--- src/rtl/mps_pkg.sv ---
package mps_pkg;
  localparam int PTR_W  = 16;
  localparam int STEP_W = 2;
  localparam int WID_W  = 2;

  localparam logic [WID_W-1:0]  WID_LEGAL  = 2'd1;
  localparam logic [STEP_W-1:0] STEP_ONE   = 2'd0;
  localparam logic [STEP_W-1:0] STEP_TWO   = 2'd1;
  localparam logic [STEP_W-1:0] STEP_FOUR  = 2'd2;

  // strobes from control to datapath
  typedef struct packed {
    logic capture;    // load a new value into the pointer register
    logic holdInput;  // load the input value unchanged
    logic flagUndef;  // illegal width or step code
    logic flagSize;   // zero size operand
  } mpsStrobes_t;

  function automatic logic [PTR_W-1:0] stepValue(input logic [STEP_W-1:0] code);
    case (code)
      STEP_ONE:  return PTR_W'(1);
      STEP_TWO:  return PTR_W'(2);
      STEP_FOUR: return PTR_W'(4);
      default:   return '0;
    endcase
  endfunction
endpackage

--- src/rtl/mps_ctrl.sv ---
module mps_ctrl
  import mps_pkg::*;
(
  input  logic              clk,
  input  logic              rstN,
  input  logic              exec,
  input  logic [WID_W-1:0]  widthSel,
  input  logic [STEP_W-1:0] stepSel,
  input  logic              sizeZero,
  output mpsStrobes_t       strobes,
  output logic              done,
  output logic              undef,
  output logic              sizeErr
);
  logic illegalReq;

  always_comb begin
    illegalReq = (widthSel != WID_LEGAL) || (stepSel > STEP_FOUR);
    strobes.capture   = exec;
    strobes.flagUndef = exec && illegalReq;
    strobes.flagSize  = exec && !illegalReq && sizeZero;
    strobes.holdInput = exec && (illegalReq || sizeZero);
  end

  always_ff @(posedge clk) begin
    if (!rstN) begin
      done    <= 1'b0;
      undef   <= 1'b0;
      sizeErr <= 1'b0;
    end else begin
      done    <= strobes.capture;
      undef   <= strobes.flagUndef;
      sizeErr <= strobes.flagSize;
    end
  end

  // a result follows every strobe
  a_r2_done_follows_exec: assert property (@(posedge clk) disable iff (!rstN)
    exec |=> done);
  // no pulse without a strobe
  a_r10_idle_no_done: assert property (@(posedge clk) disable iff (!rstN)
    !exec |=> !done && !undef && !sizeErr);
  // undef has priority, flags exclusive
  a_r8_flags_exclusive: assert property (@(posedge clk) disable iff (!rstN)
    $onehot0({undef, sizeErr}));
  // a flag only comes with done
  a_r9_flag_with_done: assert property (@(posedge clk) disable iff (!rstN)
    (undef || sizeErr) |-> done);
endmodule

--- src/rtl/mps_datapath.sv ---
module mps_datapath
  import mps_pkg::*;
(
  input  logic              clk,
  input  logic              rstN,
  input  mpsStrobes_t       strobes,
  input  logic [PTR_W-1:0]  regIn,
  input  logic [PTR_W-1:0]  sizeIn,
  input  logic [STEP_W-1:0] stepSel,
  input  logic              decMode,
  output logic              sizeZero,
  output logic [PTR_W-1:0]  regOut
);
  logic [PTR_W-1:0] stepVal;
  logic [PTR_W-1:0] divisor;
  logic [PTR_W-1:0] remainder;
  logic [PTR_W-1:0] gap;
  logic             atWrap;
  logic [PTR_W-1:0] nextVal;

  always_comb begin
    sizeZero  = (sizeIn == '0);
    divisor   = sizeZero ? PTR_W'(1) : sizeIn;   // keeps the divider defined
    stepVal   = stepValue(stepSel);
    remainder = regIn % divisor;
    gap       = sizeIn - stepVal;
    atWrap    = decMode ? (remainder == '0) : (remainder == gap);
    if (strobes.holdInput)
      nextVal = regIn;
    else if (decMode)
      nextVal = atWrap ? regIn + gap : regIn - stepVal;
    else
      nextVal = atWrap ? regIn - gap : regIn + stepVal;
  end

  always_ff @(posedge clk) begin
    if (!rstN)                regOut <= '0;
    else if (strobes.capture) regOut <= nextVal;
  end

  // pointer register holds without a strobe
  a_r10_hold_idle: assert property (@(posedge clk) disable iff (!rstN)
    !strobes.capture |=> $stable(regOut));
  // a rejected request returns the input value
  a_r9_reject_keeps_input: assert property (@(posedge clk) disable iff (!rstN)
    strobes.holdInput |=> regOut == $past(regIn));
endmodule

--- src/rtl/mod_ptr_step.sv ---
module mod_ptr_step
  import mps_pkg::*;
(
  input  logic              clk,
  input  logic              rstN,
  input  logic              exec,
  input  logic [PTR_W-1:0]  regIn,
  input  logic [PTR_W-1:0]  sizeIn,
  input  logic [STEP_W-1:0] stepSel,
  input  logic              decMode,
  input  logic [WID_W-1:0]  widthSel,
  output logic [PTR_W-1:0]  regOut,
  output logic              done,
  output logic              undef,
  output logic              sizeErr
);
  mpsStrobes_t strobes;
  logic        sizeZero;

  mps_ctrl u_ctrl (
    .clk(clk), .rstN(rstN), .exec(exec), .widthSel(widthSel),
    .stepSel(stepSel), .sizeZero(sizeZero), .strobes(strobes),
    .done(done), .undef(undef), .sizeErr(sizeErr)
  );

  mps_datapath u_dp (
    .clk(clk), .rstN(rstN), .strobes(strobes), .regIn(regIn),
    .sizeIn(sizeIn), .stepSel(stepSel), .decMode(decMode),
    .sizeZero(sizeZero), .regOut(regOut)
  );
endmodule

--- config.mk ---
export PLATFORM = sky130hd
export DESIGN_NAME = mod_ptr_step
export DESIGN_NICKNAME = d
export VERILOG_FILES = /design/src/rtl/mps_pkg.sv /design/src/rtl/mps_ctrl.sv /design/src/rtl/mps_datapath.sv /design/src/rtl/mod_ptr_step.sv
export SDC_FILE = /design/constraint.sdc
export NUM_CORES = 1
export LEC_CHECK = 0
export BUFFER_PORTS_ARGS = -buffer_cell sky130_fd_sc_hd__buf_4
export CAP_MARGIN = 20
export CORE_ASPECT_RATIO = 1.25
export CORE_MARGIN = 2
export CORE_UTILIZATION = 45
export DETAILED_ROUTE_END_ITERATION = 8
export PLACE_DENSITY = 0.61
export SYNTH_ARGS = -nofsm -noshare
export SYNTH_HDL_FRONTEND = slang
export SYNTH_SLANG_ARGS = --single-unit
--- constraint.sdc ---
create_clock -name clk -period 56.5 [get_ports clk]
set_clock_uncertainty 0.15 [all_clocks]
set_input_delay 11.3 -clock clk [delete_from_list [all_inputs] [get_ports clk]]
set_output_delay 11.3 -clock clk [all_outputs]
set_load 0.05 [all_outputs]
==> key figures, run 1 <==
Global route
  • Vias in the first global route: 14060
  • Met1 Use GR: 0.4251
  • Global-route wire length before repair: 80.23 mm
  • Global routing met3 resource utilization: 0.04136
  • Antenna violations before repair: 2
  • Global-route layer with the greatest usage: met2
  • Global router's overall resource usage: 0.3475
  • Largest net degree at the start of global routing: 50
  • GRT overflow: 0
  • GRT met2 Usage: 0.5869

Floorplanning
  • Core box area: 27480 µm²
  • Number of top-level pins: 59
  • Die extent in x: 153.0 µm
  • Number of core rows: 68
  • Die Outline Area: 29100 µm²
  • Starting Density: 0.4543
  • Die Span Y: 190.2 µm

Timing
  • Unrepaired setup endpoints after global routing: no
  • Hold Worst Slack: 336.8 ps
  • Headroom to the max-slew limit: 0.2823
  • Period utilization: 0.9258
  • Setup violators final: 0
  • Maximum clock rate: 0.01912 GHz
  • Setup TNS: 0 ps
  • Worst setup margin: 4191 ps
  • Pins over their slew limit: 0
  • Final count of hold timing violations: 0
  • Final min period: 52310 ps
  • Transition time at the pin with the least slew margin: 1073 ps

CTS
  • CTS sink count: 19
  • Post_cts resized: 0
  • Cell at the root of the clock tree: clkbuf_16
  • Clock tree from TritonCTS: done
  • Quantity of hold-fixing buffers added after cts: 0
  • Clock Tree Buf Depth: 2
  • Reg clk slew, reported paths: 60 ps
  • H-tree level count: 1
  • Number of CTS-inserted buffers: 3
  • Insertion delay to the later sink of the worst-skew pair: 250 ps
  • Number of buffers inserted to repair setup after CTS: 0

Critical path
  • Crit path DAT: 52290 ps
  • Slowest-stage cell, CP: a2111oi_0
  • Startpoint class of the critical path: input pin
  • Max FO, Critical Path: 32
  • Maximum cell stage delay along the critical path: 880 ps
  • Class of the most critical setup path: in -> reg
  • CP endpoint kind: flip-flop
  • Most frequent CP cell: ha_1
  • Critical Path RT: 56490 ps

Place
  • DPL Wire Length: 41.56 mm
  • Count of buffers from port buffering: 58
  • Final estimated routing congestion in global placement: 1.061
  • Number of instances in the placed design: 2162
  • Worst setup slack before clock tree synthesis: 5230 ps
  • Cell area after placement: 13230 µm²

Detailed routing
  • Drt via density: 6.852
  • Via count: 14850
  • DRT Pass-1 Iters: 6
  • Number of DRC violations after detailed-routing iteration 0: 1462
  • Routed length per instance: 24.25 µm
  • Number of DRC violations after detailed routing: 0
  • Final wirelength: 52.55 mm
  • Antenna Violating Nets Remaining: 0

Cells and area
  • Share of post-route cells with drive strength above 1: 0.08425
  • Most common cell after layout, fill and taps aside: nor2_1
  • Area of all placed cells without fillers: 13320 µm²
  • Net count of the finished layout: 2004
  • Non-filler instance count after layout: 2167
  • Filler Cells Inserted: 2798
  • Most frequent cells in the layout: 153 x nor2_1, 145 x nand2_1, 144 x ha_1
  • Layout-stage area growth over the synthesis result: 6.655%

Status
  • Run status: finished clean

Power
  • Pleak: 0.005513 µW
  • Power density of the placed cells: 21.38 nW/µm²
  • Worst voltage drop across the vdd grid: 0.00001381 V

Logic synthesis
  • Post-synth EDFFs: 0
  • Ys async rst share: 0
  • Count of cell types in the netlist: 102
  • Count of yosys warnings during synthesis: 0
  • Post-Syn Area: 12480 µm²
  • Post-synthesis net count: 1995
  • Sequential element share of the synthesized area: 0.03047
  • Number of storage elements in the synthesis netlist: 19
  • Most used flip-flop cell after synthesis: dfxtp_1
  • Post-synthesis cell count: 1808
  • Mean post-synth cell area: 6.905 µm²

Min path
  • Path type of the worst min-delay path: reg -> reg

Run
  • Number of max-cap violations: 0
## sequential cells by signal (all words and copies together) (netlist names)
name and cells:
u_ctrl.done 1, u_dp.regOut 16, u_ctrl.sizeErr 1, u_ctrl.undef 1
## where the power goes
group          switching, µW  leakage, µW  internal [µW]
combinational            159      0.00532           95.5
clock                   5.49    0.0000371           9.58
sequential             0.585     0.000158           14.5
total                    165      0.00551            120
## through the flow
| stage | utilization | power [µW] |
|---|---|---|
| after global routing | 0.4845 | 305.9 |
| after floorplan | - | 196.4 |
| after CTS | 0.4844 | 278.6 |
| after detailed placement | 0.4814 | 261.9 |
| after global placement | 0.4814 | 263.0 |
| final | 0.4845 | 284.7 |
## synthesized netlist by cell type (all sizes together), types with 25 or more instances
master,count,share of area
and2,27,0.014
clkbuf,50,0.015
a21oi,132,0.053
nor3,58,0.024
xor2,46,0.032
nand2,145,0.044
o21a,38,0.023
mux2i,31,0.025
buf,28,0.012
a21o,49,0.029
or3,43,0.022
nor2,155,0.047
nand4,27,0.014
a31oi,32,0.016
ha,144,0.14
nor4,26,0.017
o31ai,25,0.016
o211ai,25,0.015
inv,72,0.022
xnor2,93,0.065
o21ai,113,0.045
nand3,75,0.030
a211oi,43,0.027
## area by class of cell
class                           instances  area, µm²  share of cell area
Multi-Input combinational cell       1638      11520              0.8653
Timing Repair Buffer                   82      615.6             0.04623
Tap cell                              350      437.9             0.03289
Sequential cell                        19      380.4             0.02857
Inverter                               73      274.0             0.02058
Clock buffer                            3      75.07            0.005638
Clock inverter                          1      7.507           0.0005638
Antenna cell                            1      2.502           0.0001879
## critical path: cells and delay by family
kind                       cells  cell delay, ps
adders and majority gates     17            5490
buffers and inverters          6             750
and+or+nand+nor               46           13070
muxes                          4            1490
AOI/OAI and AO/OA             63           20140
## path summary, 6_finish.rpt
kind / start / end / slack (ps) / cells past startpoint
worst max-delay path: sizeIn[12] / u_dp.regOut[15] / 4190 / 136
worst min-delay path: u_dp.regOut[8] / u_dp.regOut[8] / 340 / 2
worst max register to register: u_dp.regOut[15] / u_dp.regOut[15] / 55340 / 3
worst min register to register: u_dp.regOut[8] / u_dp.regOut[8] / 340 / 2
## metal layers
layer,routed length [µm],up-vias
met5,13,-
met2,24170,727
met4,3840,2
li1,-,6967
met1,20500,6926
met3,4030,227
## cells by family (layout without fill, tap and decap cells)
group                    after synthesis  in the layout  synth area share
XOR/XNOR                             143            143            0.1047
AND/OR/NAND/NOR                      674            674            0.2798
flip-flops                            19             19           0.03047
adder cells (fa/ha/maj)              147            147            0.1491
multiplexers                          45             45           0.04019
AO/OA/AOI/OAI                        629            629            0.3472
buffers and inverters                151            159           0.04851
other                                  0              1                 0
Note: power is estimated with default switching activity, not from simulation.
==> inputs of run 2 (changes only) <==
--- a/config.mk
+++ b/config.mk
@@ -8,10 +8,11 @@
 export BUFFER_PORTS_ARGS = -buffer_cell sky130_fd_sc_hd__buf_4
 export CAP_MARGIN = 20
 export CORE_ASPECT_RATIO = 1.25
-export CORE_MARGIN = 2
+export CORE_MARGIN = 8
 export CORE_UTILIZATION = 45
 export DETAILED_ROUTE_END_ITERATION = 8
 export PLACE_DENSITY = 0.61
+export SKIP_CTS_REPAIR_TIMING = 1
 export SYNTH_ARGS = -nofsm -noshare
 export SYNTH_HDL_FRONTEND = slang
 export SYNTH_SLANG_ARGS = --single-unit
==> constraint.sdc (replaced) <==
create_clock -name clk -period 62.1 [get_ports clk]
set_clock_uncertainty 0.15 [all_clocks]
set_input_delay 12.42 -clock clk [delete_from_list [all_inputs] [get_ports clk]]
set_output_delay 12.42 -clock clk [all_outputs]
set_load 0.05 [all_outputs]
==> run 2 against run 1 <==
  * First-iteration DRC count up 3.8%
  * Final cell count down 0.14%
  * Register-to-register slack better by 5600 ps
  * Non-clock buffer count down 4
  * Combinational power down 9.0%
  * Power down 8.9%
  * Sequential cell count unchanged
  * Largest cell class unchanged
==> key figures, run 2 (synthesized netlist as in run 1, its figures left out) <==
Status
  • Run status: finished clean

Detailed routing
  • Antenna Violating Nets Remaining: 0
  • Routed length per instance: 24.19 µm
  • Drt via density: 6.879
  • DRT Pass-1 Iters: 5
  • Number of DRC violations after detailed-routing iteration 0: 1518
  • Via count: 14890
  • Final wirelength: 52.34 mm
  • Number of DRC violations after detailed routing: 0

CTS
  • CTS sink count: 19
  • Number of CTS-inserted buffers: 3
  • Cell at the root of the clock tree: clkbuf_16
  • Clock Tree Buf Depth: 2
  • Insertion delay to the later sink of the worst-skew pair: 260 ps
  • Clock tree from TritonCTS: done
  • H-tree level count: 1
  • Reg clk slew, reported paths: 60 ps

Global route
  • Antenna violations before repair: 2
  • Largest net degree at the start of global routing: 50
  • Global router's overall resource usage: 0.3014
  • GRT overflow: 0
  • Vias in the first global route: 14030
  • Global-route wire length before repair: 79.40 mm

Floorplanning
  • Number of core rows: 68
  • Number of top-level pins: 59
  • Die Span Y: 202.2 µm
  • Starting Density: 0.4543
  • Die extent in x: 165.0 µm
  • Core box area: 27480 µm²
  • Die Outline Area: 33360 µm²

Critical path
  • Maximum cell stage delay along the critical path: 930 ps
  • Startpoint class of the critical path: input pin
  • Most frequent CP cell: ha_1
  • Crit path DAT: 54030 ps
  • CP endpoint kind: flip-flop
  • Slowest-stage cell, CP: a2111oi_0
  • Worst path top cell family by delay: compound AO/OA/AOI/OAI gates
  • Class of the most critical setup path: in -> reg
  • CP bufs+invs: 6
  • Critical Path RT: 62090 ps
  • Max FO, Critical Path: 32

Run
  • Number of max-cap violations: 0

Place
  • DPL Wire Length: 41.54 mm
  • Final estimated routing congestion in global placement: 1.085
  • Cell area after placement: 13200 µm²
  • Count of buffers from port buffering: 58

Power
  • Pleak: 0.005494 µW
  • Worst voltage drop across the vdd grid: 0.00001664 V
  • Power density of the placed cells: 19.51 nW/µm²

Cells and area
  • Most frequent cells in the layout: 153 x nor2_1, 145 x nand2_1, 144 x ha_1
  • Filler Cells Inserted: 2870
  • Area of all placed cells without fillers: 13290 µm²
  • Net count of the finished layout: 2000
  • Most common cell after layout, fill and taps aside: nor2_1
  • Most flop-heavy register: u_dp.regOut
  • Share of post-route cells with drive strength above 1: 0.08223
  • Max FFs per register: 16
  • Layout-stage area growth over the synthesis result: 6.434%

Timing
  • Setup TNS: 0 ps
  • Period utilization: 0.8702
  • Unrepaired setup endpoints after global routing: no
  • Headroom to the max-slew limit: 0.2706
  • Final count of hold timing violations: 0
  • Pins over their slew limit: 0
  • Maximum clock rate: 0.01851 GHz
  • Final min period: 54040 ps
  • Setup violators final: 0
  • Transition time at the pin with the least slew margin: 1067 ps

Min path
  • Path type of the worst min-delay path: reg -> reg
-- run 2: cell count changes in the layout (fill, tap and decap cells not counted) --
cell	previous run	this run
buf_4	82	78
diode_2	1	2
-- run 2: final timing paths --
| path | slack (ps) | end | cells past startpoint | startpoint |
|---|---|---|---|---|
| hold reg to reg | 340 | u_dp.regOut[4] | 2 | u_dp.regOut[4] |
| setup reg to reg | 60930 | u_dp.regOut[15] | 3 | u_dp.regOut[15] |
| setup / recovery | 8060 | u_dp.regOut[15] | 137 | sizeIn[12] |
| hold / removal | 340 | u_dp.regOut[4] | 2 | u_dp.regOut[4] |
-- run 2: metrics by stage --
stage / util / hold WS, ps / instances / power (µW) / setup WS (ps)
2_1_floorplan: - / 552.9 / 1808 / 178.7 / 16240
3_5_place_dp: 0.4803 / 333.8 / 2158 / 237.2 / 9427
4_1_cts: 0.4833 / 341.2 / 2162 / 252.3 / 9524
6_report: 0.4835 / 340.0 / 2164 / 259.3 / 8061
5_1_grt: 0.4834 / 367.7 / 2163 / 277.8 / 5313
3_3_place_gp: 0.4803 / 328.2 / 2158 / 237.7 / 10520
-- run 2: worst reg2reg max path: cells and delay by family (launching register included) --
| kind | cells | cell delay, ps |
|---|---|---|
| AO/OA/AOI/OAI | 1 | 70 |
| flip-flops | 1 | 350 |
| AND/OR/NAND/NOR | 2 | 480 |
-- run 2: power by group --
group          internal, µW  leakage (µW)  switching, µW
Clock                  8.72     0.0000371           5.17
Sequential             13.1      0.000158          0.562
Combinational          86.4       0.00530            145
Total                   108       0.00549            151
-- run 2: final cells by class --
| class | count | area (µm²) | share of cell area |
|---|---|---|---|
| antenna | 2 | 5.005 | 0.0003766 |
| multi-input combinational | 1638 | 11520 | 0.8671 |
| clock inverter | 1 | 7.507 | 0.0005650 |
| tap | 350 | 437.9 | 0.03296 |
| timing repair buffer | 78 | 585.6 | 0.04407 |
| sequential | 19 | 380.4 | 0.02863 |
| clock buffer | 3 | 75.07 | 0.005650 |
| inverter | 73 | 274.0 | 0.02062 |
-- run 2: metal layers --
metal / share of wire / vias up / wire length, µm / GRT usage
li1: - / 6940 / - / -
met3: 0.083 / 229 / 4333 / 0.04254
met1: 0.38 / 6923 / 20110 / 0.3618
met5: 0.00029 / - / 15 / 0
met4: 0.076 / 2 / 3970 / 0.1983
met2: 0.46 / 792 / 23910 / 0.4893
